## src/rtl/rss_pkg.sv

```systemverilog
package rss_pkg;
  localparam int PLANE_W = 4;
  localparam int GRANT_W = 3;

  typedef enum logic [GRANT_W-1:0] {
    GR_OPEN    = 3'd0,
    GR_REFRESH = 3'd1,
    GR_DISK    = 3'd2,
    GR_AUDIO   = 3'd3,
    GR_SPRITE  = 3'd4,
    GR_PLANE   = 3'd5,
    GR_FREE    = 3'd6
  } grant_e;

  typedef struct packed {
    logic               dbl;
    logic               hires;
    logic [PLANE_W-1:0] planes;
  } mode_t;
endpackage

```

## src/rtl/rss_line_timer.sv

```systemverilog
module rss_line_timer
  import rss_pkg::*;
#(
  parameter int NORM_SLOTS = 227,
  parameter int SLOT_W     = 9
) (
  input  logic              clk,
  input  logic              rst,
  input  logic              line_start,
  input  mode_t             mode_in,
  output logic [SLOT_W-1:0] slot_q,
  output logic [SLOT_W-1:0] slot_nx,
  output mode_t             mode_nx
);
  localparam int DBL_LAST = 2 * NORM_SLOTS;

  mode_t             mode_q;
  logic              odd_q, odd_nx;
  logic [SLOT_W-1:0] last_slot;
  logic              new_line;

  always_comb begin
    if (mode_q.dbl)  last_slot = SLOT_W'(DBL_LAST);
    else if (odd_q)  last_slot = SLOT_W'(NORM_SLOTS);
    else             last_slot = SLOT_W'(NORM_SLOTS - 1);
  end

  assign new_line = line_start || (slot_q == last_slot);

  always_comb begin
    if (new_line) begin
      slot_nx = '0;
      odd_nx  = ~odd_q;
      mode_nx = mode_in;
    end else begin
      slot_nx = slot_q + 1'b1;
      odd_nx  = odd_q;
      mode_nx = mode_q;
    end
  end

  always_ff @(posedge clk) begin
    if (rst) begin
      slot_q <= '0;
      odd_q  <= 1'b0;
      mode_q <= '0;
    end else begin
      slot_q <= slot_nx;
      odd_q  <= odd_nx;
      mode_q <= mode_nx;
    end
  end

  // restart lands on slot zero
  p_restart_r2: assert property (@(posedge clk) disable iff (rst)
    line_start |=> (slot_q == '0));

  // plain advance by one
  p_step_r2: assert property (@(posedge clk) disable iff (rst)
    (!line_start && slot_q != last_slot) |=> (slot_q == SLOT_W'($past(slot_q) + 1'b1)));

  // counter never passes the end of its line
  p_range_r3: assert property (@(posedge clk) disable iff (rst)
    slot_q <= last_slot);

  // a normal-rate line stays below the doubled range
  p_norm_len_r4: assert property (@(posedge clk) disable iff (rst)
    !mode_q.dbl |-> (slot_q <= SLOT_W'(NORM_SLOTS)));

  // captured mode only changes at a line boundary
  p_mode_hold_r12: assert property (@(posedge clk) disable iff (rst)
    (!line_start && slot_q != last_slot) |=> $stable(mode_q));
endmodule

```

## src/rtl/rss_fixed_dec.sv

```systemverilog
module rss_fixed_dec
  import rss_pkg::*;
#(
  parameter int SLOT_W    = 9,
  parameter int REF_FIRST = 1,
  parameter int REF_CNT   = 4,
  parameter int DSK_FIRST = 9,
  parameter int DSK_CNT   = 3,
  parameter int AUD_FIRST = 15,
  parameter int AUD_CNT   = 4,
  parameter int SPR_FIRST = 23,
  parameter int SPR_CNT   = 16
) (
  input  logic [SLOT_W-1:0] slot,
  output logic              hit,
  output grant_e            code
);
  localparam int NCH = 4;
  localparam int FIRSTS [NCH] = '{REF_FIRST, DSK_FIRST, AUD_FIRST, SPR_FIRST};
  localparam int COUNTS [NCH] = '{REF_CNT, DSK_CNT, AUD_CNT, SPR_CNT};

  logic [NCH-1:0] ch_hit;

  for (genvar g = 0; g < NCH; g++) begin : g_chan
    localparam int LO = FIRSTS[g];
    localparam int HI = FIRSTS[g] + 2 * COUNTS[g];
    always_comb begin
      ch_hit[g] = (int'(slot) >= LO) && (int'(slot) < HI) &&
                  (((int'(slot) - LO) % 2) == 0);
    end
  end

  always_comb begin
    hit  = |ch_hit;
    code = GR_OPEN;
    if (ch_hit[0])      code = GR_REFRESH;
    else if (ch_hit[1]) code = GR_DISK;
    else if (ch_hit[2]) code = GR_AUDIO;
    else if (ch_hit[3]) code = GR_SPRITE;
  end
endmodule

```

## src/rtl/rss_fetch_dec.sv

```systemverilog
module rss_fetch_dec
  import rss_pkg::*;
#(
  parameter int SLOT_W      = 9,
  parameter int LO_START    = 'h38,
  parameter int HI_START    = 'h3C,
  parameter int LO_LEN      = 8,
  parameter int HI_LEN      = 4,
  parameter int LO_BLOCKS   = 20,
  parameter int HI_BLOCKS   = 40,
  parameter int NORM_LO_MAX = 6,
  parameter int NORM_HI_MAX = 4,
  parameter int DBL_MAX     = 8
) (
  input  logic [SLOT_W-1:0] slot,
  input  mode_t             mode,
  output logic              hit,
  output logic              last,
  output grant_e            code
);
  localparam int W1    = SLOT_W + 1;
  localparam int OFF_W = $clog2(2 * LO_LEN) + 1;

  logic [W1-1:0]      start, win, rel;
  logic [OFF_W-1:0]   len_m1, per_mask, off, pe_ext;
  logic [PLANE_W-1:0] maxp, pe;
  logic               in_range;

  always_comb begin
    unique case ({mode.dbl, mode.hires})
      2'b00: begin
        start = W1'(LO_START);       len_m1 = OFF_W'(LO_LEN - 1);
        per_mask = OFF_W'(LO_LEN - 1); win = W1'(LO_LEN * LO_BLOCKS);
        maxp = PLANE_W'(NORM_LO_MAX);
      end
      2'b01: begin
        start = W1'(HI_START);       len_m1 = OFF_W'(HI_LEN - 1);
        per_mask = OFF_W'(HI_LEN - 1); win = W1'(HI_LEN * HI_BLOCKS);
        maxp = PLANE_W'(NORM_HI_MAX);
      end
      2'b10: begin
        start = W1'(2 * LO_START);   len_m1 = OFF_W'(LO_LEN - 1);
        per_mask = OFF_W'(2 * LO_LEN - 1); win = W1'(2 * LO_LEN * LO_BLOCKS);
        maxp = PLANE_W'(DBL_MAX);
      end
      default: begin
        start = W1'(2 * HI_START);   len_m1 = OFF_W'(LO_LEN - 1);
        per_mask = OFF_W'(LO_LEN - 1); win = W1'(LO_LEN * HI_BLOCKS);
        maxp = PLANE_W'(DBL_MAX);
      end
    endcase
  end

  always_comb begin
    rel      = {1'b0, slot} - start;
    in_range = ({1'b0, slot} >= start) && (rel < win);
    off      = rel[OFF_W-1:0] & per_mask;
    pe       = (mode.planes > maxp) ? maxp : mode.planes;
    pe_ext   = OFF_W'(pe);
    hit      = in_range && (mode.planes != '0);
    last     = hit && (off == len_m1);
    code     = GR_OPEN;
    if (hit) code = ((off <= len_m1) && (off < pe_ext)) ? GR_PLANE : GR_FREE;
  end
endmodule

```

## src/rtl/raster_slot_sched.sv

```systemverilog
module raster_slot_sched
  import rss_pkg::*;
#(
  parameter int NORM_SLOTS = 227,
  parameter int LO_START   = 'h38,
  parameter int HI_START   = 'h3C,
  parameter int REF_FIRST  = 1,
  localparam int SLOT_W    = $clog2(2 * NORM_SLOTS + 1)
) (
  input  logic               clk,
  input  logic               rst,
  input  logic               line_start,
  input  logic               ext_en,
  input  logic               dbl_sel,
  input  logic               hires,
  input  logic [PLANE_W-1:0] plane_cnt,
  output logic [SLOT_W-1:0]  slot,
  output logic [GRANT_W-1:0] grant,
  output logic               fetch_done
);
  mode_t             mode_in, mode_nx;
  logic [SLOT_W-1:0] slot_nx;
  logic              fix_hit, fb_hit, fb_last;
  grant_e            fix_code, fb_code, code_nx, grant_q;
  logic              done_q;

  always_comb begin
    mode_in.dbl    = ext_en & dbl_sel;
    mode_in.hires  = hires;
    mode_in.planes = plane_cnt;
  end

  rss_line_timer #(.NORM_SLOTS(NORM_SLOTS), .SLOT_W(SLOT_W)) u_timer (
    .clk(clk), .rst(rst), .line_start(line_start), .mode_in(mode_in),
    .slot_q(slot), .slot_nx(slot_nx), .mode_nx(mode_nx)
  );

  rss_fixed_dec #(.SLOT_W(SLOT_W), .REF_FIRST(REF_FIRST)) u_fixed (
    .slot(slot_nx), .hit(fix_hit), .code(fix_code)
  );

  rss_fetch_dec #(.SLOT_W(SLOT_W), .LO_START(LO_START), .HI_START(HI_START)) u_fetch (
    .slot(slot_nx), .mode(mode_nx), .hit(fb_hit), .last(fb_last), .code(fb_code)
  );

  always_comb begin
    if (fix_hit)     code_nx = fix_code;
    else if (fb_hit) code_nx = fb_code;
    else             code_nx = GR_OPEN;
  end

  always_ff @(posedge clk) begin
    if (rst) begin
      grant_q <= GR_OPEN;
      done_q  <= 1'b0;
    end else begin
      grant_q <= code_nx;
      done_q  <= fb_last && !fix_hit;
    end
  end

  assign grant      = grant_q;
  assign fetch_done = done_q;

  // strobe only inside a fetch block
  p_done_fetch_r11: assert property (@(posedge clk) disable iff (rst)
    fetch_done |-> (grant == GR_PLANE || grant == GR_FREE));

  // strobe lasts one slot
  p_done_pulse_r11: assert property (@(posedge clk) disable iff (rst)
    fetch_done |=> !fetch_done);

  // no bitplane grant before the earliest window start
  p_plane_after_start_r6: assert property (@(posedge clk) disable iff (rst)
    (grant == GR_PLANE) |-> (slot >= SLOT_W'(LO_START)));

  // refresh slot is fixed at both rates
  p_refresh_r5: assert property (@(posedge clk) disable iff (rst)
    (slot == SLOT_W'(REF_FIRST)) |-> (grant == GR_REFRESH));
endmodule

```

## config.mk

```make
export PLATFORM = sky130hd
export DESIGN_NAME = raster_slot_sched
export DESIGN_NICKNAME = d
export VERILOG_FILES = /design/src/rtl/rss_pkg.sv /design/src/rtl/rss_line_timer.sv /design/src/rtl/rss_fixed_dec.sv /design/src/rtl/rss_fetch_dec.sv /design/src/rtl/raster_slot_sched.sv
export SDC_FILE = /design/constraint.sdc
export NUM_CORES = 1
export LEC_CHECK = 0
export BUFFER_PORTS_ARGS = -buffer_cell sky130_fd_sc_hd__buf_2
export CORE_MARGIN = 10
export CORE_UTILIZATION = 40
export DETAILED_ROUTE_END_ITERATION = 6
export HOLD_SLACK_MARGIN = 0.12
export SLEW_MARGIN = 20
export SYNTH_ARGS = -nofsm -noshare
export SYNTH_HDL_FRONTEND = slang
export SYNTH_SLANG_ARGS = --single-unit
```

## constraint.sdc

```tcl
create_clock -name clk -period 4.9 [get_ports clk]
set_clock_uncertainty 0.1 [all_clocks]
set_input_delay 0.245 -clock clk [delete_from_list [all_inputs] [get_ports clk]]
set_output_delay 0.245 -clock clk [all_outputs]
set_load 0.01 [all_outputs]
```

[Word-level counts from Yosys, hierarchy flattened]
Cells that the tools add are included.
Storage, ports and cells
  memory bits (writable): 0
  word-level logic and storage cells: 77
  output and inout port bits: 13
  register bits after elaboration: 20
  ROM bits: 0
  memories: 0
  latch bits: 0
Operators by class
  muxes and demuxes: 17
  shift operators: 0
  bitwise operators: 7
  reduce and logical (&&, ||, !) cells: 23
  divide/modulo/power cells: 0
  equal/unequal tests: 4
  $lt $le $gt $ge: 13
  multipliers: 0
  add/subtract/negate cells: 6
Operators with widths (number)
  $logic_not 32->1: 4
  $mux 9: 3
  $mux 3: 7
  $pmux 7 s3: 1
  $sub 9x4->10 const B: 2
  $ge 9x4->1 const B: 2
  $lt 9x4->1 const B: 2
  $pmux 4 s2: 2
  $logic_and 1x1->1: 13
  $lt 10x9->1: 1
  $sub 9x1->10 const B: 1
  $sub 9x5->10 const B: 1
  $sub 9x7->10: 1
  $add 9x1->9 const B: 1
  $eq 9x9->1: 1
  $ge 9x1->1 const B: 1
  $ge 9x5->1 const B: 1
  $ge 9x7->1: 1
  $lt 9x5->1 const B: 1
  $lt 9x6->1 const B: 1
  $mux 6: 1
  $and 1x1->1: 5
  $and 5x4->5: 1
  $eq 5x3->1: 1
  15 further kinds: 15

[Logic depth before layout (Yosys ltp)]
Gate-level depths: netlist of the first run.
  word-level depth: 14
  depth in mapped cells: 21
  depth with buffers taken out: 20

[Cells and area by module]
From an unflattened synthesis of the first run, not the netlist that was laid out.
Unflattened totals
  cell total of the unflattened synthesis: 208
  area, all modules: 1745.4 um^2
Modules (own cells, without submodules)
  rss_line_timer: instances 1, cells an instance 99, area each 912.1 um^2, seq. area each 320.3 um^2
  rss_fetch_dec: instances 1, cells an instance 81, area each 603.1 um^2, seq. area each 0.0 um^2
  raster_slot_sched: instances 1, cells an instance 15, area each 142.6 um^2, seq. area each 80.1 um^2
  rss_fixed_dec: instances 1, cells an instance 13, area each 87.6 um^2, seq. area each 0.0 um^2

[Least setup slack after synthesis of the first run]
OpenSTA, ideal clock, no wires.
  kind: register -> register
  start point: register u_timer.slot_q[8]
  end point: register grant_q[0], in the netlist grant[0]
  arrival time: 4.034 ns
  stages on the path, launching flop included: 19
  path buffers: 2
  path slack: 0.682 ns
  period minus slack after synthesis: 4.218 ns
  setup time: 0.084 ns
  required time: 4.716 ns
  cell sequence: dfxtp_1 > buf_6 > or4b_4 > o21ai_4 > a21o_1 > buf_4 > mux2_2 > nand2_1 > inv_1 > ha_1 > fa_1 > nor4_1 > xor2_1 > ha_1 > o21a_1 > o21ai_0 > a32o_2 > nand3_2 > o31ai_2
On the way
  longest elaborated chain between the ends: 12
Ends and longest elaborated chain
  from (decl): line rss_line_timer.sv:11  | output logic [SLOT_W-1:0] slot_q,
  from (signal assigned): line rss_line_timer.sv:48  | slot_q <= slot_nx;
  $eq 9x9->1: line rss_line_timer.sv:28  | assign new_line = line_start || (slot_q == last_slot);
  $logic_or 1x1->1: line rss_line_timer.sv:28
  $mux 6: line rss_line_timer.sv:31  | if (new_line) begin
  $eq 2x2->1 (tied with other cells): line rss_fetch_dec.sv:30  | unique case ({mode.dbl, mode.hires})
  $pmux 7 s3 or $pmux 4 s2 (tied branches): line rss_fetch_dec.sv:30
  $sub 9x7->10 or $gt 4x4->1 (tied branches): line rss_fetch_dec.sv:55, rss_fetch_dec.sv:58
  $and 5x4->5 or $mux 4 (tied branches): line rss_fetch_dec.sv:57, rss_fetch_dec.sv:58
  $le 5x3->1 or $lt 5x4->1 (tied branches): line rss_fetch_dec.sv:63  | if (hit) code = ((off <= len_m1) && (off < pe_ext)) ? GR_PLANE : GR_FREE;
  $logic_and 1x1->1: line rss_fetch_dec.sv:63
  $mux 2: line rss_fetch_dec.sv:63
  $mux 3: line raster_slot_sched.sv:48  | else if (fb_hit) code_nx = fb_code;
  $mux 3 *: line raster_slot_sched.sv:47  | if (fix_hit) code_nx = fix_code;
  to (signal assigned): line raster_slot_sched.sv:57  | grant_q <= code_nx;
  to (decl): line raster_slot_sched.sv:24  | grant_e fix_code, fb_code, code_nx, grant_q;
Mark *: on every way between the ends. The rest lies on a longest branch, timed or not.
A chain may end at the register's enable or synchronous reset.

[Worst setup path after layout of the first run]
  start point: register u_timer.slot_q[8]
  end point: register grant_q[1], in the netlist grant[1]
Same word-level chain as after synthesis.

==> impl_metrics.env, run 1 <==
export IMPL_seq_power_share=0.402
export IMPL_final_cell_area_um2=1950
export IMPL_crit_arrival_ns=4.52
export IMPL_routed_wl_mm=4.52
export IMPL_hold_depth=3
export IMPL_via_per_inst=5.60
export IMPL_grt_setup_unrepaired="no"
export IMPL_crit_fanout=10
export IMPL_slew_headroom=0.570
export IMPL_core_area_um2=4120
export IMPL_post_cts_resized=0
export IMPL_post_route_period_util=0.904
export IMPL_io_buffers=22
export IMPL_cts_max_path_buffers=2
export IMPL_grt_pass1_wl_mm=7.45
export IMPL_cts_clk_slew_worst_paths_ns=0.08
export IMPL_fin_cells=279
export IMPL_end_kind="flop"
export IMPL_required_ns=4.99
export IMPL_ys_warn_count=0
export IMPL_hold_violations=0
export IMPL_dp_hpwl_mm=3.48
export IMPL_cts_root_buf="clkbuf_8"
export IMPL_dpl_cell_area_um2=1880
export IMPL_worst_pin_slew_ns=0.645
export IMPL_synth_flop_cell="dfxtp_1"
export IMPL_syn_avg_cell_area_um2=8.30
export IMPL_cts_buffers=3
export IMPL_antenna_found_initial=0
export IMPL_synth_edf_count=0
export IMPL_cts_setup_buffers=0
export IMPL_combPwrFrac=0.199
export IMPL_area_delta_synth_final_pct=12.1
export IMPL_dieWidth_um=86.0
export IMPL_clock_latency_ns=0.27
export IMPL_worstHoldEndpoint="u_timer.mode_q[4]"
export IMPL_nFillCells=416
export IMPL_die_h_um=86.0
export IMPL_placed_cells=275
export IMPL_dieArea_um2=7400
export IMPL_ant_nets=0
export IMPL_yosysSeqAreaShare=0.230
export IMPL_synth_seq_cells=20
export IMPL_vdd_drop_max_mv=0.139
export IMPL_overflow=0
export IMPL_min_period_ns=4.43
export IMPL_hold_buffers=0
export IMPL_synth_top_area_frac=0.230
export IMPL_cts_tree="yes"
export IMPL_yosysUniqueCellTypes=57
export IMPL_drt_iter0_markers=133
export IMPL_hp_start="hires"
export IMPL_slew_viol_final=0
export IMPL_wl_per_cell_um=16.2
export IMPL_netlist_top_cell_by_area="dfxtp_1"
export IMPL_path_class="flop to flop"
export IMPL_fmax_mhz=226
export IMPL_netlist_area_um2=1740
export IMPL_drc_errors=0
export IMPL_p_leak_nw=0.870
export IMPL_async_flop_share=0
export IMPL_io_pin_count=23
export IMPL_drtPass1Iterations=4
export IMPL_p_int_mw=0.312
export IMPL_clock_power_share=0.399
export IMPL_worst_hold_path_type="primary input to flop"
export IMPL_clock_sinks=20
export IMPL_power_switching_mw=0.117
export IMPL_via_count=1563
export IMPL_ff2ff_setup_slack_ns=0.47
export IMPL_reg2regPathDepth=16
export IMPL_whs_ns=0.173
export IMPL_synth_most_common_cell="nor2_1"
export IMPL_cap_viol_max_count=0
export IMPL_htreeDepth=1
export IMPL_synth_nets=237
export IMPL_synth_area_top_cells="dfxtp_1 23%, ha_1 11%, nor2_1 4.7%"
export IMPL_cellPowerDensity_nw_per_um2=219
export IMPL_initial_core_util=0.424
export IMPL_setup_tns_ns=0
export IMPL_critPathLaunchType="flop"
export IMPL_status="completed"
export IMPL_grt_pass1_vias=1500
export IMPL_antenna_cells=0
export IMPL_row_count=23
export IMPL_nNetsFinal=257
export IMPL_r2r_end="grant[1]"
export IMPL_swShare=0.272
export IMPL_synthCells=210
export IMPL_grt_max_degree=21
export IMPL_yosys_top_cells_count="22 x nor2_1, 20 x dfxtp_1, 16 x ha_1"
export IMPL_regToRegStartpoint="u_timer.slot_q[8]"
export IMPL_gp_congestion=0.832
export IMPL_drive_above_1_share=0.188
export IMPL_finalSetupViolCount=0
export IMPL_grtUsageTotal=0.120
cell families (layout without fill, tap and decap cells):
group / after synthesis / in the layout / share of synthesized area
buffers and inverters: 21 / 40 / 0.0553
DFF: 20 / 20 / 0.230
AOI/OAI and AO/OA: 50 / 50 / 0.230
adders and majority gates: 17 / 17 / 0.126
xor gates and xnor gates: 11 / 11 / 0.0553
muxes: 9 / 9 / 0.0531
and+or+nand+nor: 82 / 82 / 0.250
placed cells by master (no fill, tap or decap), types with 2 or more instances in the layout:
cell | Yosys | final
nand3_1 | 10 | 10
ha_1 | 16 | 16
nand4b_1 | 2 | 2
a211o_1 | 2 | 2
a211oi_1 | 2 | 2
and2_1 | 3 | 3
nor2_1 | 22 | 22
xnor2_1 | 5 | 5
a41oi_1 | 3 | 3
o21bai_1 | 2 | 2
xor2_1 | 6 | 6
dfxtp_1 | 20 | 20
buf_4 | 1 | 3
nand4_1 | 2 | 2
and4_1 | 2 | 2
o21ai_0 | 6 | 6
nand2b_1 | 5 | 5
nor4_1 | 2 | 2
nand2_1 | 13 | 13
o21ai_1 | 3 | 3
a21o_1 | 4 | 4
clkbuf_8 | 0 | 3
buf_2 | 5 | 22
inv_1 | 11 | 11
a21oi_1 | 12 | 12
nor3b_1 | 2 | 2
or3_1 | 2 | 2
mux2_2 | 2 | 2
mux2i_1 | 7 | 7
nor3_1 | 8 | 8
routing by layer:
layer / part of all wire / track usage / up-vias
met5: 0 / 0 / -
met4: 0 / 0.0180 / 0
met3: 0.053 / 0.0274 / 0
met2: 0.44 / 0.186 / 45
met1: 0.50 / 0.165 / 713
li1: - / - / 805
per-stage QoR:
stage,worst slack (ns),power [mW],utilization
final,0.468,0.429,0.475
after global placement,0.432,0.261,0.458
after detailed placement,0.497,0.261,0.458
after CTS,0.468,0.435,0.475
after global routing,0.152,0.450,0.475
after floorplan,0.682,0.239,-
worst max-delay path: stages, from the launching register on:
cell and delay [ns]:
dfxtp_1 0.43, or4b_4 0.57, o21ai_4 0.20, a21o_1 0.17
mux2_2 0.37, nand2_1 0.13, inv_1 0.07, ha_1 0.20
fa_1 0.42, nor4_1 0.36, xor2_1 0.20, ha_1 0.26
o21a_1 0.18, o21ai_0 0.14, a32o_2 0.19, nand4_1 0.12
a211oi_2 0.23
cell type report:
cell class                 instances  area, um2  share of cell area
clock buffer                       3       41.3              0.0211
clock inverter                     1       30.0              0.0154
multi-input combinational        169       1250               0.638
timing repair buffer              25        133              0.0679
tap                               50       62.6              0.0320
inverter                          11       41.3              0.0211
sequential                        20        400               0.205
sequential cells by signal, indices dropped and copies added, names as in the netlist:
signal          cells
u_timer.odd_q       1
u_timer.mode_q      6
grant               3
fetch_done          1
u_timer.slot_q      9
power groups by stage:
stage | Clock [mW] | Combinational [mW] | Sequential [mW]
after floorplan | 0 | 0.0637 | 0.175
after global placement | 0 | 0.0847 | 0.176
after detailed placement | 0 | 0.0847 | 0.176
after CTS | 0.177 | 0.0854 | 0.172
after global routing | 0.181 | 0.0962 | 0.173
final | 0.171 | 0.0853 | 0.172
how the worst max path moves through the flow:
stage	end	startpoint	slack, ns
2_1_floorplan	grant[0]	u_timer.slot_q[8]	0.68
3_3_place_gp	grant[0]	u_timer.slot_q[8]	0.43
3_5_place_dp	grant[0]	u_timer.slot_q[8]	0.50
4_1_cts	grant[1]	u_timer.slot_q[8]	0.47
5_1_grt	grant[0]	u_timer.slot_q[8]	0.15
6_report	grant[1]	u_timer.slot_q[8]	0.47
Note: power is estimated with default switching activity, not from simulation.
==> run 2, diff against run 1 <==
--- a/config.mk
+++ b/config.mk
@@ -8,6 +8,7 @@
 export BUFFER_PORTS_ARGS = -buffer_cell sky130_fd_sc_hd__buf_2
 export CORE_MARGIN = 10
 export CORE_UTILIZATION = 40
+export CTS_BUF_LIST = sky130_fd_sc_hd__clkbuf_4
 export DETAILED_ROUTE_END_ITERATION = 6
 export HOLD_SLACK_MARGIN = 0.12
 export SLEW_MARGIN = 20
==> run 2 against run 1 <==
  * Flip-flop and latch count is the same
  * Clock-buffer cell count is the same
  * Via count grew 1.3%
  * First-iteration DRC count shrank 12%
  * Worst hold slack lost 0.033 ns
  * Design area shrank 0.45%
  * Wire length is essentially flat
  * Largest cell class unchanged
  * Largest power group unchanged
  * Highest routed layer is now met4
==> impl_metrics.env, run 2 (synthesis results as in run 1) <==
export IMPL_status="completed"
export IMPL_drt_iter0_markers=117
export IMPL_core_area_um2=4120
export IMPL_dieWidth_um=86.0
export IMPL_hp_start="plane_cnt[0]"
export IMPL_required_ns=5.05
export IMPL_wl_per_cell_um=16.1
export IMPL_grtUsageTotal=0.120
export IMPL_min_period_ns=4.43
export IMPL_via_count=1583
export IMPL_setup_tns_ns=0
export IMPL_top_register="u_timer.slot_q"
export IMPL_hold_buffers=1
export IMPL_largest_register_ffs=9
export IMPL_cts_clk_slew_worst_paths_ns=0.13
export IMPL_fin_cells=280
export IMPL_ant_nets=0
export IMPL_clock_latency_ns=0.32
export IMPL_io_buffers=22
export IMPL_cts_max_path_buffers=2
export IMPL_dp_hpwl_mm=3.48
export IMPL_slew_headroom=0.574
export IMPL_whs_ns=0.139
export IMPL_row_count=23
export IMPL_p_int_mw=0.286
export IMPL_cts_buffers=3
export IMPL_hold_violations=0
export IMPL_finalSetupViolCount=0
export IMPL_nNetsFinal=258
export IMPL_cts_root_buf="clkbuf_4"
export IMPL_seq_power_share=0.430
export IMPL_gp_congestion=0.832
export IMPL_critPathLaunchType="flop"
export IMPL_cellPowerDensity_nw_per_um2=206
export IMPL_swShare=0.286
export IMPL_placed_cells=275
export IMPL_post_route_period_util=0.904
export IMPL_worst_pin_slew_ns=0.639
export IMPL_post_cts_resized=0
export IMPL_clock_sinks=20
export IMPL_antenna_cells=0
export IMPL_vdd_drop_max_mv=0.129
export IMPL_die_h_um=86.0
export IMPL_area_delta_synth_final_pct=11.6
export IMPL_drtPass1Iterations=5
export IMPL_worst_hold_path_type="primary input to flop"
export IMPL_dieArea_um2=7400
export IMPL_combPwrFrac=0.215
export IMPL_cts_setup_buffers=0
export IMPL_overflow=0
export IMPL_final_cell_mix="22 x nor2_1, 22 x buf_2, 20 x dfxtp_1"
export IMPL_via_per_inst=5.65
export IMPL_htreeDepth=1
export IMPL_drive_above_1_share=0.187
export IMPL_path_class="flop to flop"
export IMPL_cts_tree="yes"
export IMPL_io_pin_count=23
export IMPL_cap_viol_max_count=0
export IMPL_end_kind="flop"
export IMPL_clock_power_share=0.355
export IMPL_slew_viol_final=0
export IMPL_antenna_found_initial=0
export IMPL_initial_core_util=0.424
export IMPL_power_switching_mw=0.115
export IMPL_crit_fanout=10
export IMPL_fmax_mhz=226
export IMPL_crit_arrival_ns=4.58
export IMPL_routed_wl_mm=4.52
export IMPL_grt_max_degree=21
export IMPL_grt_pass1_wl_mm=7.42
export IMPL_worstSetupStartpoint="u_timer.slot_q[8]"
export IMPL_drc_errors=0
export IMPL_grt_setup_unrepaired="no"
export IMPL_regToRegStartpoint="u_timer.slot_q[8]"
export IMPL_grt_pass1_vias=1501
export IMPL_p_leak_nw=0.866
[run 2: cell types whose count changed in the layout (fill, tap and decap cells not counted), sizes merged]
cell,previous run,this run
dlygate4sd3,0,1
[run 2: area by class of cell]
type | count | area [um2]
fillers | 416 | 2170
multi-input cells | 169 | 1250
flip-flops and latches | 20 | 400
repair buffers | 26 | 143
well taps | 50 | 62.6
inverters | 11 | 41.3
clock inverters | 1 | 30.0
clock buffers | 3 | 22.5
[run 2: critical path, stage by stage, from the launching register on]
cell      delay, ns
dfxtp_1        0.44
or4b_4         0.57
o21ai_4        0.20
a21o_1         0.17
mux2_2         0.37
nand2_1        0.13
inv_1          0.07
ha_1           0.20
fa_1           0.41
nor4_1         0.35
xor2_1         0.20
ha_1           0.26
o21a_1         0.18
o21ai_0        0.14
a32o_2         0.20
nand4_1        0.12
a211oi_2       0.24
[run 2: power groups by stage]
stage	sequential (mW)	clock [mW]	combinational [mW]
after global placement	0.176	0	0.0847
after global routing	0.173	0.151	0.0967
after CTS	0.173	0.146	0.0859
after floorplan	0.175	0	0.0637
final	0.173	0.143	0.0862
after detailed placement	0.176	0	0.0847
[run 2: final timing paths]
check | slack, ns | cells past startpoint | end
worst max-delay path | 0.47 | 16 | grant[1]
worst min-delay path | 0.14 | 3 | u_timer.mode_q[0]
worst max register to register | 0.47 | 16 | grant[1]
worst min register to register | 0.45 | 2 | u_timer.mode_q[4]
[run 2: per-layer routing]
metal | share of wire | GRT usage | vias up | wire, um
met1 | 0.49 | 0.164 | 730 | 2220
met4 | 0.0075 | 0.0225 | 0 | 34
met2 | 0.44 | 0.187 | 42 | 1980
met3 | 0.062 | 0.0274 | 4 | 279
li1 | - | - | 807 | -
met5 | 0 | 0 | - | 0
[run 2: per-stage QoR]
step	utilization	setup WS (ns)	power (mW)	area, um2
after floorplan	-	0.682	0.239	1740
after global placement	0.458	0.432	0.261	1880
after detailed placement	0.458	0.497	0.261	1880
after CTS	0.473	0.464	0.405	1950
after global routing	0.473	0.153	0.421	1950
final	0.473	0.470	0.401	1950
==> run 3, diff against run 2 <==
--- a/config.mk
+++ b/config.mk
@@ -6,11 +6,14 @@
 export NUM_CORES = 1
 export LEC_CHECK = 0
 export BUFFER_PORTS_ARGS = -buffer_cell sky130_fd_sc_hd__buf_2
+export CELL_PAD_IN_SITES_DETAIL_PLACEMENT = 0
+export CELL_PAD_IN_SITES_GLOBAL_PLACEMENT = 1
 export CORE_MARGIN = 10
 export CORE_UTILIZATION = 40
 export CTS_BUF_LIST = sky130_fd_sc_hd__clkbuf_4
 export DETAILED_ROUTE_END_ITERATION = 6
 export HOLD_SLACK_MARGIN = 0.12
+export PLACE_DENSITY_LB_ADDON = 0.1
 export SLEW_MARGIN = 20
 export SYNTH_ARGS = -nofsm -noshare
 export SYNTH_HDL_FRONTEND = slang
==> run 3 against run 2 <==
  * Sequential share of layout area barely moved
  * Flip-flop and latch count did not move
  * Clock-buffer cell count did not move
  * Wire length rose by 8.8%
  * Fmax fell by 3.3%
  * Non-clock buffer count fell by 1
  * Worst hold slack got worse by 0.024 ns
  * Register-to-register slack got worse by 0.15 ns
  * Final cell count fell by 0.36%
  * Global-route usage rose by 1.3 points
  * Largest cell class unchanged
==> impl_metrics.env, run 3 (synthesis results as in run 1) <==
export IMPL_crit_fanout=10
export IMPL_path_class="flop to flop"
export IMPL_path_cells="or4b_4 -> o21ai_4 -> a21o_1 -> mux2_2 -> nand2_1 -> inv_1 -> ha_1 -> fa_1 -> nor4_2 -> xor2_1 -> ha_1 -> o21a_1 -> o21ai_0 -> a32o_2 -> nand4_1 -> a211oi_2"
export IMPL_busiest_layer="met2"
export IMPL_post_cts_resized=0
export IMPL_grt_pass1_wl_mm=8.23
export IMPL_die_h_um=86.0
export IMPL_reg2regPathDepth=16
export IMPL_row_count=23
export IMPL_pre_cts_ws_ns=0.360
export IMPL_grt_setup_unrepaired="no"
export IMPL_top_register="u_timer.slot_q"
export IMPL_vdd_drop_max_mv=0.128
export IMPL_drc_errors=0
export IMPL_cts_root_buf="clkbuf_4"
export IMPL_io_pin_count=23
export IMPL_antenna_found_initial=0
export IMPL_antenna_cells=0
export IMPL_dp_hpwl_mm=3.90
export IMPL_crit_arrival_ns=4.73
export IMPL_status="completed"
export IMPL_regToRegStartpoint="u_timer.slot_q[8]"
export IMPL_via_per_inst=5.86
export IMPL_worst_hold_path_type="primary input to flop"
export IMPL_overflow=0
export IMPL_cts_setup_buffers=0
export IMPL_dieWidth_um=86.0
export IMPL_htreeDepth=1
export IMPL_clock_latency_ns=0.32
export IMPL_cellPowerDensity_nw_per_um2=208
export IMPL_cts_buffers=3
export IMPL_drtPass1Iterations=4
export IMPL_cts_clk_slew_worst_paths_ns=0.14
export IMPL_worst_slack_ns=0.320
export IMPL_ant_nets=0
export IMPL_critPathMaxStageDelay_ns=0.57
export IMPL_p_leak_nw=0.862
export IMPL_gp_congestion=0.828
export IMPL_routed_wl_mm=4.92
export IMPL_wl_per_cell_um=17.6
export IMPL_hp_start="hires"
export IMPL_min_period_ns=4.58
export IMPL_cts_tree="yes"
export IMPL_required_ns=5.05
export IMPL_core_area_um2=4120
export IMPL_total_power_mw=0.405
export IMPL_finalSetupViolCount=0
export IMPL_globalRouteMet1Util=0.163
export IMPL_critPathMostFrequentCell="ha_1"
export IMPL_drt_iter0_markers=150
export IMPL_nNetsFinal=257
export IMPL_hold_depth=3
export IMPL_clock_sinks=20
export IMPL_dieArea_um2=7400
export IMPL_slew_headroom=0.598
export IMPL_r2r_end="grant[1]"
export IMPL_cap_viol_max_count=0
export IMPL_hold_violations=0
export IMPL_grtUsageMet3=0.0331
export IMPL_nFillCells=424
export IMPL_io_buffers=22
export IMPL_regArea_um2=400
export IMPL_end_kind="flop"
export IMPL_area_delta_synth_final_pct=11.4
export IMPL_post_route_period_util=0.935
export IMPL_grt_pass1_vias=1639
export IMPL_grt_max_degree=21
export IMPL_largest_register_ffs=9
export IMPL_multiInputGateArea_um2=1250
export IMPL_setup_tns_ns=0
export IMPL_initial_core_util=0.424
export IMPL_slowest_stage="or4b_4"
export IMPL_via_count=1634
export IMPL_critPathLaunchType="flop"
export IMPL_fmax_mhz=218
export IMPL_cts_max_path_buffers=2
export IMPL_hold_buffers=0
export IMPL_slew_viol_final=0
export IMPL_worst_pin_slew_ns=0.598
export IMPL_final_cell_mix="22 x nor2_1, 22 x buf_2, 20 x dfxtp_1"
export IMPL_ff2ff_setup_slack_ns=0.32
export IMPL_grtUsageTotal=0.133
export IMPL_worstHoldEndpoint="u_timer.mode_q[4]"
export IMPL_drive_above_1_share=0.192
export IMPL_grtUsageMet2=0.225
## run 3: final cells by class
cell class / instances / share of cell area
Clock inverter: 1 / 0.0155
Inverter: 11 / 0.0213
Tap cell: 50 / 0.0322
Clock buffer: 3 / 0.0116
Timing Repair Buffer: 25 / 0.0683
Sequential cell: 20 / 0.206
Multi-Input combinational cell: 169 / 0.645
## run 3: worst max-delay path by stage
stage | slack, ns | to | from | cells after the start
CTS | 0.29 | grant[1] | u_timer.slot_q[8] | 16
global route | 0.03 | grant[1] | u_timer.slot_q[8] | 16
finish | 0.32 | grant[1] | u_timer.slot_q[8] | 16
global placement | 0.44 | grant[0] | u_timer.slot_q[8] | 16
detailed placement | 0.36 | grant[0] | u_timer.slot_q[8] | 16
floorplan | 0.68 | grant[0] | u_timer.slot_q[8] | 18
## run 3: layer usage
metal  up-vias  share of wire
met2        51           0.48
met4         0         0.0098
met1       773           0.45
met3         4          0.057
met5         -              0
li1        806              -
## run 3: where the power goes
| group | switching, mW | internal (mW) | total [mW] |
|---|---|---|---|
| sequential | 0.00420 | 0.168 | 0.172 |
| combinational | 0.0535 | 0.0356 | 0.0891 |
| clock | 0.0605 | 0.0828 | 0.143 |
## run 3: metrics by stage
step                area (um2)  hold slack (ns)  cells   util
global route              1940            0.120    279  0.472
finish                    1940            0.115    279  0.472
detailed placement        1880            0.430    275  0.458
global placement          1880            0.437    275  0.458
CTS                       1940            0.124    279  0.470
floorplan                 1740            0.234    210      -
## run 3: critical path, delay by kind of cell (launching register included)
kind | cells | cell delay (ns)
AO/OA/AOI/OAI | 6 | 1.26
XOR/XNOR | 1 | 0.20
adder cells (fa/ha/maj) | 3 | 0.89
buffers and inverters | 1 | 0.08
flip-flops | 1 | 0.44
multiplexers | 1 | 0.39
AND/OR/NAND/NOR | 4 | 1.14
